`src/rtl/stepctl_hw.sv`:
```
module stepctl_hw (
  input  logic clk,
  input  logic rst,
  input  logic cls_add,
  input  logic cls_br,
  input  logic cls_brn,
  input  logic flag_n,
  input  logic mfc,
  output logic pc_out,
  output logic pc_in,
  output logic mar_in,
  output logic mem_read,
  output logic mux_const,
  output logic alu_add,
  output logic z_in,
  output logic z_out,
  output logic y_in,
  output logic mdr_out,
  output logic ir_in,
  output logic off_out,
  output logic ra_out,
  output logic rb_out,
  output logic rd_in,
  output logic end_pulse
);
  localparam int STEP_W = 3;
  localparam logic [STEP_W-1:0] FIRST = STEP_W'(1);

  logic [STEP_W-1:0] step_q;
  logic t1, t2, t3, t4, t5, t6, t7;
  logic k_add, k_br, k_skip, k_none, live;
  logic wait_mfc, overrun;

  assign t1 = step_q == 3'd1;
  assign t2 = step_q == 3'd2;
  assign t3 = step_q == 3'd3;
  assign t4 = step_q == 3'd4;
  assign t5 = step_q == 3'd5;
  assign t6 = step_q == 3'd6;
  assign t7 = step_q == 3'd7;

  assign k_add  = cls_add;
  assign k_br   = !cls_add && (cls_br || (cls_brn && flag_n));
  assign k_skip = !cls_add && !cls_br && cls_brn && !flag_n;
  assign k_none = !cls_add && !cls_br && !cls_brn;
  assign live   = !rst;

  assign pc_out    = live & t1;
  assign mar_in    = live & (t1 | (t4 & k_add));
  assign mem_read  = live & (t1 | (t4 & k_add));
  assign mux_const = live & t1;
  assign alu_add   = live & (t1 | (t6 & k_add) | (t4 & k_br));
  assign z_in      = live & (t1 | (t6 & k_add) | (t4 & k_br));
  assign z_out     = live & (t2 | (t7 & k_add) | (t5 & k_br));
  assign pc_in     = live & (t2 | (t5 & k_br));
  assign y_in      = live & (t2 | (t5 & k_add));
  assign mdr_out   = live & (t3 | (t6 & k_add));
  assign ir_in     = live & t3;
  assign off_out   = live & t4 & k_br;
  assign ra_out    = live & t4 & k_add;
  assign rb_out    = live & t5 & k_add;
  assign rd_in     = live & t7 & k_add;
  assign end_pulse = live & ((t7 & k_add) | (t5 & k_br) | (t4 & (k_skip | k_none)));

  assign wait_mfc = t2 | (t5 & k_add);
  assign overrun  = (step_q == '0) | (t5 & !k_add & !k_br) | ((t6 | t7) & !k_add);

  always_ff @(posedge clk) begin
    if (rst)                       step_q <= FIRST;
    else if (end_pulse || overrun) step_q <= FIRST;
    else if (wait_mfc && !mfc)     step_q <= step_q;
    else                           step_q <= step_q + STEP_W'(1);
  end
endmodule

```
`config.mk`:
```
export PLATFORM = sky130hd
export DESIGN_NAME = stepctl_hw
export DESIGN_NICKNAME = d
export VERILOG_FILES = /design/src/rtl/stepctl_hw.sv
export SDC_FILE = /design/constraint.sdc
export NUM_CORES = 1
export LEC_CHECK = 0
export ABC_AREA = 1
export BUFFER_PORTS_ARGS = -buffer_cell sky130_fd_sc_hd__buf_2
export CORE_AREA = 4 4 41 43
export DETAILED_ROUTE_END_ITERATION = 8
export DIE_AREA = 0 0 45 47
export PLACE_DENSITY = 0.79
export RECOVER_POWER = 25
export REMOVE_ABC_BUFFERS = 1
export SYNTH_ARGS = -nofsm -noshare
export SYNTH_HDL_FRONTEND = slang
export SYNTH_SLANG_ARGS = --single-unit
```
`constraint.sdc`:
```
create_clock -name clk -period 1.4 [get_ports clk]
set_input_delay 0.35 -clock clk [delete_from_list [all_inputs] [get_ports clk]]
set_output_delay 0.35 -clock clk [all_outputs]
set_load 0.03 [all_outputs]
```
==> impl.org <==
** Status
- Outcome :: finished, violations left
- The final reports fail on setup timing.

** Power
- Overall power consumption after layout is estimated at 2.14 mW.
- Static Leakage :: 0.578 nW
- Cell-internal power :: 1.05 mW
- Portion of total power attributed to sequential cells :: 0.120
- The worst-case IR drop observed on VDD is 0.00140 V.
- Switching share of total power :: 0.509
- Pwr per Cell Area :: 1850 nW/um2
- Combinational share of power :: 0.812
- The share of total power dissipated in the clock network is 0.068.
- Total net switching power :: 1.09 mW

** Setup path
- Measured in cells, the most critical reg-to-reg path has a length of 13.
- CP peak stage delay :: 0.39 ns
- STA classifies the critical path endpoint as an output pin.
- Class of the most critical setup path :: reg -> out
- The worst register-to-register path ends at step_q[0].
- For the worst setup path, the data required time is 1.05 ns.
- The critical path crosses 6 cells after its start point.
- Critical Path, Cell by Cell :: ha_4 > ha_2 > nand2_2 > buf_4 > nor2_1 > buf_4
- The most critical setup path has its endpoint at rd_in.
- Most frequent CP cell :: buf_4
- The most critical setup path has its startpoint at step_q[0].
- Category of the worst setup path launch point :: register
- CP Data Arrival Time :: 1.46 ns
- Highest-delay cell along the critical path :: dfxtp_4
- Worst path top cell family by delay :: flip-flops
- CP bufs+invs :: 2
- R2R Setup Slk :: -0.20 ns
- The worst register-to-register path begins at step_q[1].
- Max Fanout on Critical Path :: 4

** Floorplanning
- The initialized floorplan defines 13 standard-cell rows.
- Num ports :: 23
- The die is 45 um wide.
- Effective utilization at floorplan :: 0.365
- Die Y :: 47 um
- Core Footprint :: 1300 um2
- The die covers 2120 um2.

** Clock network
- Maximum root-to-sink buffer count :: 2
- The later pin in the worst-skew pair is clocked with a latency of 0.22 ns.
- In this run the number of H-tree levels came out at 1.
- CTS buffer count :: 3
- Clock tree from TritonCTS :: done
- Clock sink total :: 3
- Clock-pin slew was measured on the worst setup and hold paths at 0.04 ns.
- CTS placed an instance of clkbuf_4 at the clock tree root.

** Synthesis
- Avg Inst Size Synth :: 6.17 um2
- Largest cells by area after synthesis :: ha_1 (16%), dfxtp_1 (13%), nand2_1 (13%)
- In this run, distinct cell masters in the synthesized netlist total 21.
- Cell taking the most area after synthesis :: ha_1
- Sequential-to-total area share from yosys stat :: 0.126
- Flop and latch count out of synthesis :: 3
- Number of warning messages in the yosys log :: 0
- Gate count of the mapped netlist :: 77
- Portion of synthesized cell area occupied by the leading cell type :: 0.158
- Post-Syn Area :: 475 um2

** Detailed routing
- Post-DR vias/cell :: 5.18
- Avg WL per Cell :: 16.7 um
- Number of DRC violations after detailed routing :: 0
- Via count :: 731
- The detailed router finished its first iteration with 9 violations.
- Number of iterations in the first detailed-routing pass :: 4
- The detail route stage leaves a number of antenna-violating nets equal to 0.
- Final wirelength :: 2.36 mm

** Flow run
- Max-cap violation count :: 0

** Final layout
- Synthesis-to-layout area growth :: 144%
- Ranked by flip-flop count, first place goes to step_q.
- Non-filler cells in the finished layout :: 141
- Final core utilization :: 0.892
- Top Registers :: step_q x3
- Count of filler cells inserted in the layout :: 60
- Of the cells placed in the final design, the portion with a size suffix greater than 1 is 0.802.
- Post-route standard cell area excluding fillers :: 1160 um2
- The repair_antennas step left the layout with diodes totalling 0.
- Largest register FFs :: 3
- For this run, the post-layout net count is 140.

** STA
- The final-report max-slew violation count is 0.
- Hold WS :: 0.569 ns
- At the pin with the least slew margin, the transition time is 0.268 ns.
- Post-route fraction of the period consumed by the critical path :: 1.29
- Minimum clock period :: 1.81 ns
- Setup repair after global routing missed its margin :: yes
- Derived from the worst setup path, the maximum achievable clock frequency is 552 MHz.
- Across all setup checks in the final design, the least slack found is -0.410 ns.
- Setup Viol. Count Final :: 19
- Fin. Hold Viols :: 0
- Measured against its own limit, the worst slew margin works out to 0.821.
- On the final layout, the worst clock skew is 0.000347 ns.
- Adding up every negative setup slack in the final design gives -5.52 ns.

** Placement
- Timing analysis after detailed placement gives a worst setup slack of -0.250 ns.
- The count of buffers added on input and output ports is 22.
- At the end of routability-driven placement, the weighted congestion stood at 0.857.
- Detailed placement finished with a half-perimeter wire length of 1.13 mm.
- Placed standard-cell area :: 713 um2
- Count of placed standard cells including taps :: 128

** GRT
- Number of antenna violations at the first check in global routing :: 0
- Remaining global-route overflow :: 0
- Entering global routing, the biggest net connects 8 pins.
- The first global-routing pass estimated 3.26 mm of wire.
- In the global route stage, overall resource usage came out at 0.217.
- The number of global-route vias before repair was 711.

** Worst hold path
- Path class of the lowest-slack min-delay path :: in -> reg
[worst min path at each step]
stage	startpoint	end	slack, ns	depth (start not counted)
floorplan	step_q[0]	step_q[0]	0.50	3
global placement	step_q[0]	step_q[0]	0.54	3
detailed placement	step_q[0]	step_q[0]	0.55	3
CTS	mfc	step_q[0]	0.54	5
global route	mfc	step_q[2]	0.59	6
finish	mfc	step_q[2]	0.57	6
[cells in the mapped netlist, drive strengths merged]
library cell,number
nand2,23
nor2,8
a31oi,2
nor3,2
ha,6
nand3,7
dfxtp,3
o22ai,1
clkbuf,1
buf,3
a21oi,4
nand4,1
o21ai,1
inv,14
clkinv,1
[final cells by class]
| class | count | area, um2 | share of cell area |
|---|---|---|---|
| multi-input cells | 55 | 557 | 0.480 |
| repair buffers | 49 | 417 | 0.359 |
| flip-flops and latches | 3 | 71.3 | 0.0614 |
| inverters | 15 | 71.3 | 0.0614 |
| clock buffers | 4 | 26.3 | 0.0226 |
| well taps | 15 | 18.8 | 0.0162 |
[tightest hold or removal path: stages]
cell and delay [ns]:
buf_2 0.07, inv_1 0.09, nand3_1 0.10, nand2_1 0.06
inv_2 0.05, nor2_2 0.03
[logic make-up (layout without fill, tap and decap cells)]
| group | after synthesis | count (layout) | share of synthesized area |
|---|---|---|---|
| buffers and inverters | 19 | 68 | 0.176 |
| and+or+nand+nor | 41 | 41 | 0.432 |
| AOI/OAI and AO/OA | 8 | 8 | 0.108 |
| DFF | 3 | 3 | 0.126 |
| adders and majority gates | 6 | 6 | 0.158 |
[power groups by stage]
stage,clock network (mW),registers (mW),logic [mW]
finish,0.145,0.257,1.74
detailed placement,0,0.179,0.992
floorplan,0,0.166,0.650
CTS,0.151,0.246,1.50
global placement,0,0.174,0.966
global route,0.162,0.265,1.86
[timing repair]
item / 4_1_cts / 5_1_grt
endpoints found under the setup margin: 19 / 19
pin swaps: 15 / 4
hold buffers: 0 / 0
buffers inserted: 5 / 4
gates resized for setup: 78 / 17
[routing by layer]
layer  track usage  vias up  wire length, um
li1              -      339                -
met1         0.210      345              873
met2         0.438       39             1310
met3        0.0460        8              112
met4        0.0877        0               58
met5             0        -                0
[placed cells by master, fill, tap and decap left out, types with 2 or more instances in the layout]
cell type,n
buf_2,6
nor2_2,3
nand2_8,3
inv_1,4
nor2_4,3
dfxtp_4,3
inv_2,7
clkbuf_4,3
buf_6,17
ha_4,5
nand2_4,5
nand3_1,4
nand3_2,2
inv_4,2
nand2_1,12
buf_4,26
nand2_2,3
a21oi_2,4
nor2_1,2
(Power assumes the default switching activity.)
